[config.mk]
export PLATFORM = sky130hd
export DESIGN_NAME = frag_rx
export DESIGN_NICKNAME = d
export VERILOG_FILES = /design/src/rtl/frx_pkg.sv /design/src/rtl/frx_classify.sv /design/src/rtl/frx_sequencer.sv /design/src/rtl/frx_decoder.sv /design/src/rtl/frag_rx.sv
export SDC_FILE = /design/constraint.sdc
export NUM_CORES = 1
export LEC_CHECK = 0
export ABC_AREA = 1
export BUFFER_PORTS_ARGS = -buffer_cell sky130_fd_sc_hd__buf_2
export CAP_MARGIN = 20
export CORE_UTILIZATION = 56
export DETAILED_ROUTE_END_ITERATION = 10
export PLACE_DENSITY_LB_ADDON = 0.3
export REMOVE_ABC_BUFFERS = 1
export SKIP_LAST_GASP = 1
export SLEW_MARGIN = 0
export SYNTH_ARGS = -nofsm -noshare
export SYNTH_HDL_FRONTEND = slang
export SYNTH_SLANG_ARGS = --single-unit
[constraint.sdc]
create_clock -name clk -period 6.2 [get_ports clk]
set_clock_uncertainty 0.15 [all_clocks]
set_input_delay 0.31 -clock clk [delete_from_list [all_inputs] [get_ports clk]]
set_output_delay 0.31 -clock clk [all_outputs]
set_load 0.005 [all_outputs]
[src/rtl/frx_pkg.sv]
package frx_pkg;

    localparam int WORD_W     = 16;
    localparam int CH_PER_SMP = 8;
    localparam int BIT_FIRST  = 11;
    localparam int BIT_LAST   = 10;
    localparam int BIT_BP     = 9;
    localparam int BIT_TEST   = 8;

    // payload keeps every bit but the parity bit (bit 14); index 14 holds word bit 15
    typedef logic [WORD_W-2:0] payload_t;

    typedef enum logic [2:0] {
        K_NONE, K_HDR1, K_HDR2, K_SHDR, K_ADC, K_TRL
    } word_kind_e;

    typedef enum logic [2:0] {
        S_IDLE, S_HDR1, S_HDR2, S_SHDR, S_ADC, S_TRL, S_TAIL
    } seq_state_e;

    typedef struct packed {
        logic start;
        logic fin;
        logic par_ok;
    } word_class_t;

    function automatic word_class_t classify(input logic [WORD_W-1:0] w);
        word_class_t c;
        c.start  = &w;
        c.fin    = ~|w;
        c.par_ok = ^w;
        return c;
    endfunction

    function automatic payload_t strip_parity(input logic [WORD_W-1:0] w);
        return {w[15], w[13:0]};
    endfunction

    function automatic logic trailer_ok(input payload_t p);
        return p[0] & p[11] & ~p[12] & ~p[13] & ~p[14];
    endfunction

endpackage

[src/rtl/frx_classify.sv]
module frx_classify
    import frx_pkg::*;
(
    input  logic [WORD_W-1:0] word,
    output word_class_t       cls,
    output payload_t          payload
);

    always_comb begin
        cls     = classify(word);
        payload = strip_parity(word);
    end

endmodule

[src/rtl/frx_sequencer.sv]
module frx_sequencer
    import frx_pkg::*;
#(
    parameter int SMP_W  = 4,
    parameter int GAIN_W = 2,
    parameter int CNT_W  = 10,
    parameter int ADC_W  = 5
) (
    input  logic              clk,
    input  logic              rst,
    input  logic              dav_n,
    input  word_class_t       cls,
    input  logic [SMP_W-1:0]  cfg_smp,
    input  logic [GAIN_W-1:0] cfg_gain,
    output word_kind_e        kind,
    output logic [SMP_W-1:0]  smp_idx,
    output logic [ADC_W-1:0]  adc_pos,
    output logic              close,
    output logic              len_err,
    output logic              frm_err
);

    seq_state_e         st, st_n;
    logic [CNT_W-1:0]   wcnt, wcnt_n;
    logic [SMP_W-1:0]   smp_r, smp_n;
    logic [ADC_W-1:0]   adc_r, adc_n;
    logic [CNT_W-1:0]   exp_len;
    logic [ADC_W-1:0]   adc_last;
    logic [SMP_W-1:0]   smp_last;

    assign exp_len  = CNT_W'(4) + CNT_W'(cfg_smp)
                    * (CNT_W'(1) + CNT_W'(cfg_gain) * CNT_W'(CH_PER_SMP));
    assign adc_last = ADC_W'({cfg_gain, 3'b000}) - ADC_W'(1);
    assign smp_last = cfg_smp - SMP_W'(1);

    always_comb begin
        st_n    = st;
        wcnt_n  = wcnt;
        smp_n   = smp_r;
        adc_n   = adc_r;
        kind    = K_NONE;
        close   = 1'b0;
        len_err = 1'b0;
        frm_err = 1'b0;
        if (dav_n) begin
            if (!cls.fin) begin
                frm_err = 1'b1;
            end else if (st != S_IDLE) begin
                close   = 1'b1;
                len_err = (wcnt != exp_len);
                st_n    = S_IDLE;
            end
        end else if (cls.start) begin
            if (st != S_IDLE) frm_err = 1'b1;
            st_n   = S_HDR1;
            wcnt_n = CNT_W'(1);
            smp_n  = '0;
            adc_n  = '0;
        end else if (cls.fin || st == S_IDLE) begin
            frm_err = 1'b1;
        end else begin
            if (wcnt != '1) wcnt_n = wcnt + CNT_W'(1);
            case (st)
                S_HDR1: begin kind = K_HDR1; st_n = S_HDR2; end
                S_HDR2: begin kind = K_HDR2; st_n = S_SHDR; end
                S_SHDR: begin kind = K_SHDR; st_n = S_ADC; adc_n = '0; end
                S_ADC: begin
                    kind = K_ADC;
                    if (adc_r == adc_last) begin
                        adc_n = '0;
                        if (smp_r == smp_last) begin
                            st_n = S_TRL;
                        end else begin
                            smp_n = smp_r + SMP_W'(1);
                            st_n  = S_SHDR;
                        end
                    end else begin
                        adc_n = adc_r + ADC_W'(1);
                    end
                end
                S_TRL:   begin kind = K_TRL; st_n = S_TAIL; end
                default: ;
            endcase
        end
    end

    always_ff @(posedge clk) begin
        if (rst) begin
            st    <= S_IDLE;
            wcnt  <= '0;
            smp_r <= '0;
            adc_r <= '0;
        end else begin
            st    <= st_n;
            wcnt  <= wcnt_n;
            smp_r <= smp_n;
            adc_r <= adc_n;
        end
    end

    assign smp_idx = smp_r;
    assign adc_pos = adc_r;

endmodule

[src/rtl/frx_decoder.sv]
module frx_decoder
    import frx_pkg::*;
#(
    parameter int SMP_W  = 4,
    parameter int GAIN_W = 2,
    parameter int ADC_W  = 5
) (
    input  logic              clk,
    input  logic              rst,
    input  word_kind_e        kind,
    input  payload_t          pl,
    input  logic [SMP_W-1:0]  smp_idx,
    input  logic [ADC_W-1:0]  adc_pos,
    input  logic [SMP_W-1:0]  cfg_smp,
    output logic              fmt_err,
    output logic              hdr_vld,
    output logic [3:0]        hdr_adc_id,
    output logic [2:0]        hdr_phase,
    output logic [4:0]        hdr_evt,
    output logic              bcid_vld,
    output logic [11:0]       bcid,
    output logic              smp_vld,
    output logic [SMP_W-1:0]  smp_idx_q,
    output logic [7:0]        smp_cell,
    output logic              smp_first,
    output logic              smp_last,
    output logic              smp_bp,
    output logic              smp_test,
    output logic              adc_vld,
    output logic [11:0]       adc_val,
    output logic [1:0]        adc_gain,
    output logic [2:0]        adc_chan,
    output logic [GAIN_W-1:0] adc_slot,
    output logic              trl_vld,
    output logic [7:0]        trl_status,
    output logic [1:0]        trl_edc
);

    logic is_first, is_last;

    assign is_first = (smp_idx == '0);
    assign is_last  = (smp_idx == cfg_smp - SMP_W'(1));

    always_comb begin
        unique case (kind)
            K_SHDR:  fmt_err = (pl[BIT_FIRST] != is_first) || (pl[BIT_LAST] != is_last);
            K_ADC:   fmt_err = (pl[13:12] == 2'b00);
            K_TRL:   fmt_err = !trailer_ok(pl);
            default: fmt_err = 1'b0;
        endcase
    end

    always_ff @(posedge clk) begin
        if (rst) begin
            hdr_vld    <= 1'b0;
            hdr_adc_id <= '0;
            hdr_phase  <= '0;
            hdr_evt    <= '0;
            bcid_vld   <= 1'b0;
            bcid       <= '0;
            smp_vld    <= 1'b0;
            smp_idx_q  <= '0;
            smp_cell   <= '0;
            smp_first  <= 1'b0;
            smp_last   <= 1'b0;
            smp_bp     <= 1'b0;
            smp_test   <= 1'b0;
            adc_vld    <= 1'b0;
            adc_val    <= '0;
            adc_gain   <= '0;
            adc_chan   <= '0;
            adc_slot   <= '0;
            trl_vld    <= 1'b0;
            trl_status <= '0;
            trl_edc    <= '0;
        end else begin
            hdr_vld  <= (kind == K_HDR1);
            bcid_vld <= (kind == K_HDR2);
            smp_vld  <= (kind == K_SHDR);
            adc_vld  <= (kind == K_ADC);
            trl_vld  <= (kind == K_TRL);
            if (kind == K_HDR1) begin
                hdr_adc_id <= pl[11:8];
                hdr_phase  <= pl[7:5];
                hdr_evt    <= pl[4:0];
            end
            if (kind == K_HDR2) bcid <= pl[11:0];
            if (kind == K_SHDR) begin
                smp_idx_q <= smp_idx;
                smp_cell  <= pl[7:0];
                smp_first <= pl[BIT_FIRST];
                smp_last  <= pl[BIT_LAST];
                smp_bp    <= pl[BIT_BP];
                smp_test  <= pl[BIT_TEST];
            end
            if (kind == K_ADC) begin
                adc_val  <= pl[11:0];
                adc_gain <= pl[13:12];
                adc_chan <= adc_pos[2:0];
                adc_slot <= GAIN_W'(adc_pos >> 3);
            end
            if (kind == K_TRL) begin
                trl_status <= pl[8:1];
                trl_edc    <= pl[10:9];
            end
        end
    end

endmodule

[src/rtl/frag_rx.sv]
module frag_rx
    import frx_pkg::*;
#(
    parameter int SMP_W  = 4,
    parameter int GAIN_W = 2,
    parameter int CNT_W  = 10
) (
    input  logic              clk,
    input  logic              rst,
    input  logic [15:0]       word_i,
    input  logic              dav_n_i,
    input  logic [SMP_W-1:0]  cfg_samples_i,
    input  logic [GAIN_W-1:0] cfg_gains_i,
    output logic              hdr_vld_o,
    output logic [3:0]        hdr_adc_id_o,
    output logic [2:0]        hdr_phase_o,
    output logic [4:0]        hdr_evt_o,
    output logic              bcid_vld_o,
    output logic [11:0]       bcid_o,
    output logic              smp_vld_o,
    output logic [SMP_W-1:0]  smp_idx_o,
    output logic [7:0]        smp_cell_o,
    output logic              smp_first_o,
    output logic              smp_last_o,
    output logic              smp_bp_o,
    output logic              smp_test_o,
    output logic              adc_vld_o,
    output logic [11:0]       adc_val_o,
    output logic [1:0]        adc_gain_o,
    output logic [2:0]        adc_chan_o,
    output logic [GAIN_W-1:0] adc_slot_o,
    output logic              trl_vld_o,
    output logic [7:0]        trl_status_o,
    output logic [1:0]        trl_edc_o,
    output logic              frag_done_o,
    output logic              err_parity_o,
    output logic              err_length_o,
    output logic              err_framing_o,
    output logic              err_format_o
);

    localparam int MAX_ADC = CH_PER_SMP * ((1 << GAIN_W) - 1);
    localparam int ADC_W   = $clog2(MAX_ADC);

    word_class_t        cls;
    payload_t           pl;
    word_kind_e         kind;
    logic [SMP_W-1:0]   smp_idx;
    logic [ADC_W-1:0]   adc_pos;
    logic               close, len_ev, frm_ev, fmt_ev, par_ev;

    frx_classify u_cls (
        .word    (word_i),
        .cls     (cls),
        .payload (pl)
    );

    frx_sequencer #(
        .SMP_W (SMP_W), .GAIN_W (GAIN_W), .CNT_W (CNT_W), .ADC_W (ADC_W)
    ) u_seq (
        .clk      (clk),
        .rst      (rst),
        .dav_n    (dav_n_i),
        .cls      (cls),
        .cfg_smp  (cfg_samples_i),
        .cfg_gain (cfg_gains_i),
        .kind     (kind),
        .smp_idx  (smp_idx),
        .adc_pos  (adc_pos),
        .close    (close),
        .len_err  (len_ev),
        .frm_err  (frm_ev)
    );

    frx_decoder #(
        .SMP_W (SMP_W), .GAIN_W (GAIN_W), .ADC_W (ADC_W)
    ) u_dec (
        .clk        (clk),
        .rst        (rst),
        .kind       (kind),
        .pl         (pl),
        .smp_idx    (smp_idx),
        .adc_pos    (adc_pos),
        .cfg_smp    (cfg_samples_i),
        .fmt_err    (fmt_ev),
        .hdr_vld    (hdr_vld_o),
        .hdr_adc_id (hdr_adc_id_o),
        .hdr_phase  (hdr_phase_o),
        .hdr_evt    (hdr_evt_o),
        .bcid_vld   (bcid_vld_o),
        .bcid       (bcid_o),
        .smp_vld    (smp_vld_o),
        .smp_idx_q  (smp_idx_o),
        .smp_cell   (smp_cell_o),
        .smp_first  (smp_first_o),
        .smp_last   (smp_last_o),
        .smp_bp     (smp_bp_o),
        .smp_test   (smp_test_o),
        .adc_vld    (adc_vld_o),
        .adc_val    (adc_val_o),
        .adc_gain   (adc_gain_o),
        .adc_chan   (adc_chan_o),
        .adc_slot   (adc_slot_o),
        .trl_vld    (trl_vld_o),
        .trl_status (trl_status_o),
        .trl_edc    (trl_edc_o)
    );

    assign par_ev = !dav_n_i && !cls.start && !cls.fin && !cls.par_ok;

    always_ff @(posedge clk) begin
        if (rst) begin
            frag_done_o   <= 1'b0;
            err_parity_o  <= 1'b0;
            err_length_o  <= 1'b0;
            err_framing_o <= 1'b0;
            err_format_o  <= 1'b0;
        end else begin
            frag_done_o   <= close;
            err_parity_o  <= err_parity_o  | par_ev;
            err_length_o  <= err_length_o  | len_ev;
            err_framing_o <= err_framing_o | frm_ev;
            err_format_o  <= err_format_o  | fmt_ev;
        end
    end

endmodule

==> metrics.yaml <==
max_cap_viol_count: 0
switchingPower_uw: 369
htree_num_levels: 3
multi_input_area_mm2: 0.00264
r2r_cells: 6
finalSetupViolCount: 0
totalNegativeSetupSlack_ns: 0
layout.nets: 812
grt_pass1_wl_um: 21100
p_comb_frac: 0.125
insertion_delay_ns: 0.38
cts_resized: 0
grt_usage: 0.274
drcViolationCount: 0
required_ns: 6.32
swShare: 0.293
synth-main-ff-cell: "dfxtp_1"
vias: 4768
crit_path_start: "cfg_samples_i[2]"
fp.coreArea_mm2: 0.00876
die_w_um: 97.3
r2r_start: "u_seq.st[1]$_SDFFE_PP0P_"
syn_avg_cell_area_um2: 7.68
cts_tree: "yes"
ys_seq_elements: 101
path_class: "in2reg"
die_y_um: 97.3
cts.sinks: 101
rows: 34
power_uw: 1260
numCtsBuffers: 9
clkTransAtPathRegs_ns: 0.11
cp_max_fo: 6
crit_end: "err_length_o$_SDFF_PP0_"
dp_hpwl_um: 9170
r2r-end: "u_dec.smp_first$_SDFFE_PP0P_"
regArea_mm2: 0.00202
finalMaxSlewViolations: 0
antenna_cells: 0
cts_hold_buf: 0
post-route-period-util: 0.413
p_seq_frac: 0.533
p_clk_frac: 0.341
worstMarginPinSlew_ns: 0.815
cts_setup_buffers: 0
clk_path_buf_depth: 2
start_kind: "input port"
yosys_warnings: 0
fmax_mhz: 391
regToRegSetupSlack_ns: 4.00
vdd_drop_max_mv: 0.123
arrival_ns: 2.68
io_pins: 104
synth_enable_flop_cells: 0
layout-drive-gt1-share: 0.194
avgViaCountPerCell: 5.51
die-area_mm2: 0.00947
wire_per_inst_um: 14.7
max_slew_margin: 0.455
async_flop_share: 0
synthDistinctLibCells: 37
antenna_found_initial: 0
initial_core_util: 0.580
grt_pass1_vias: 4495
powerDensity_mw_per_mm2: 217
status: "complete, no violations"
hold_viol_final: 0
period_needed_ns: 2.56
dr.pass1.iters: 5
area_growth_pct: 14.1
drt_iter0_markers: 209
ys_seq_area_frac: 0.398
grt_max_degree: 58
power_leakage_uw: 0.00284
io_buffers: 103
place_congestion: 0.894
grt_overflow: 0
power.internal_uw: 891
fill_cells: 787
hold_class: "in2reg"
synth_cells: 662
drt-total-wl_um: 12700
ant_nets: 0
root_buffer: "clkbuf_8"
rsz0062_at_grt: "no"
syn_area_mm2: 0.00509
end_kind: "flop"
[critical path, cell delays in order]
cell and delay (ns):
buf_2 0.15, inv_1 0.12, fa_1 0.42, inv_1 0.06
ha_1 0.13, ha_1 0.15, inv_1 0.06, fa_1 0.43
or2_2 0.32, o21bai_1 0.17, nor2_1 0.06, nor2_1 0.10
nand3_1 0.08, nand2_1 0.06, nand2_1 0.05
[sequential cells by signal (all words and copies together) (netlist names), 4 cells and up]
| signal | count |
|---|---|
| u_dec.adc_val | 12 |
| u_dec.bcid | 12 |
| u_seq.wcnt | 10 |
| u_dec.smp_cell | 8 |
| u_dec.trl_status | 8 |
| u_dec.hdr_evt | 5 |
| u_seq.adc_pos | 5 |
| u_dec.hdr_adc_id | 4 |
| u_dec.smp_idx_q | 4 |
| u_seq.smp_idx | 4 |
[cell type report]
| cell class | count | area share |
|---|---|---|
| inverters | 71 | 0.0459 |
| multi-input cells | 464 | 0.456 |
| repair buffers | 105 | 0.0914 |
| flip-flops and latches | 101 | 0.349 |
| well taps | 108 | 0.0233 |
| clock buffers | 10 | 0.0237 |
| clock inverters | 6 | 0.0114 |
[synthesized netlist by cell type (all sizes together), types with 2 or more instances]
cell type,instances,area share
ha,32,0.079
nor2,52,0.045
nand2,127,0.10
nand4,18,0.022
or2,3,0.0037
nand3,29,0.033
a21oi,88,0.087
buf,16,0.023
inv,71,0.052
fa,3,0.012
dfxtp,101,0.40
clkbuf,10,0.0074
xnor2,9,0.015
xor2,16,0.028
nor3,12,0.016
a22oi,2,0.0030
o21ai,65,0.065
o22ai,2,0.0025
[per-stage QoR]
| stage | std cells | setup slack, ns | cell area (um2) | hold WS, ns | util |
|---|---|---|---|---|---|
| after floorplan | 636 | 3.60 | 4930 | 0.229 | - |
| after global placement | 848 | 3.25 | 5590 | 0.296 | 0.638 |
| after detailed placement | 848 | 3.16 | 5590 | 0.302 | 0.638 |
| after CTS | 864 | 3.55 | 5790 | 0.0690 | 0.661 |
| after global routing | 865 | 3.44 | 5800 | 0.0850 | 0.662 |
| final | 865 | 3.64 | 5800 | 0.0821 | 0.662 |
[layer usage]
metal	global-route usage	vias to the layer above	part of all wire
met5	0	-	0
met4	0.107	0	0.022
li1	-	2358	-
met2	0.460	166	0.47
met1	0.347	2217	0.44
met3	0.0547	27	0.063
[cell families (layout without fill, tap and decap cells)]
kind of cell	count (synthesis)	after routing	synth area share
buffers and inverters	97	192	0.0827
xor gates and xnor gates	25	25	0.0431
DFF	101	101	0.398
AOI/OAI and AO/OA	161	161	0.164
and+or+nand+nor	243	243	0.222
adders and majority gates	35	35	0.0905
[cell usage in the layout (no fill, tap or decap), drive strengths merged, types with 2 or more instances in the layout]
cell,count
inv,74
fa,3
o21ai,65
nand2,127
a21oi,88
or2,3
nor2,52
a22oi,2
nand4,18
clkinv,2
nor3,12
xor2,16
buf,105
o22ai,2
xnor2,9
nand3,29
clkbuf,10
ha,32
dfxtp,101
[how the worst min path moves through the flow]
stage | start | to | slack (ns) | cells after the start
5_1_grt | word_i[13] | u_dec.adc_gain[1]$_SDFFE_PP0P_ | 0.09 | 3
3_3_place_gp | u_dec.hdr_evt[1]$_SDFFE_PP0P_ | u_dec.hdr_evt[1]$_SDFFE_PP0P_ | 0.30 | 2
4_1_cts | word_i[8] | u_dec.hdr_adc_id[0]$_SDFFE_PP0P_ | 0.07 | 3
3_5_place_dp | u_dec.hdr_phase[1]$_SDFFE_PP0P_ | u_dec.hdr_phase[1]$_SDFFE_PP0P_ | 0.30 | 2
2_1_floorplan | rst | err_format_o$_SDFF_PP0_ | 0.23 | 1
6_report | word_i[8] | u_dec.hdr_adc_id[0]$_SDFFE_PP0P_ | 0.08 | 3
[power by group through the flow]
stage / logic, uW / registers (uW) / clock network [uW]
global route: 178 / 674 / 462
CTS: 158 / 672 / 433
global placement: 152 / 686 / 0
detailed placement: 157 / 686 / 0
finish: 158 / 672 / 430
floorplan: 102 / 685 / 0
Power figures use the tool's default switching activity.
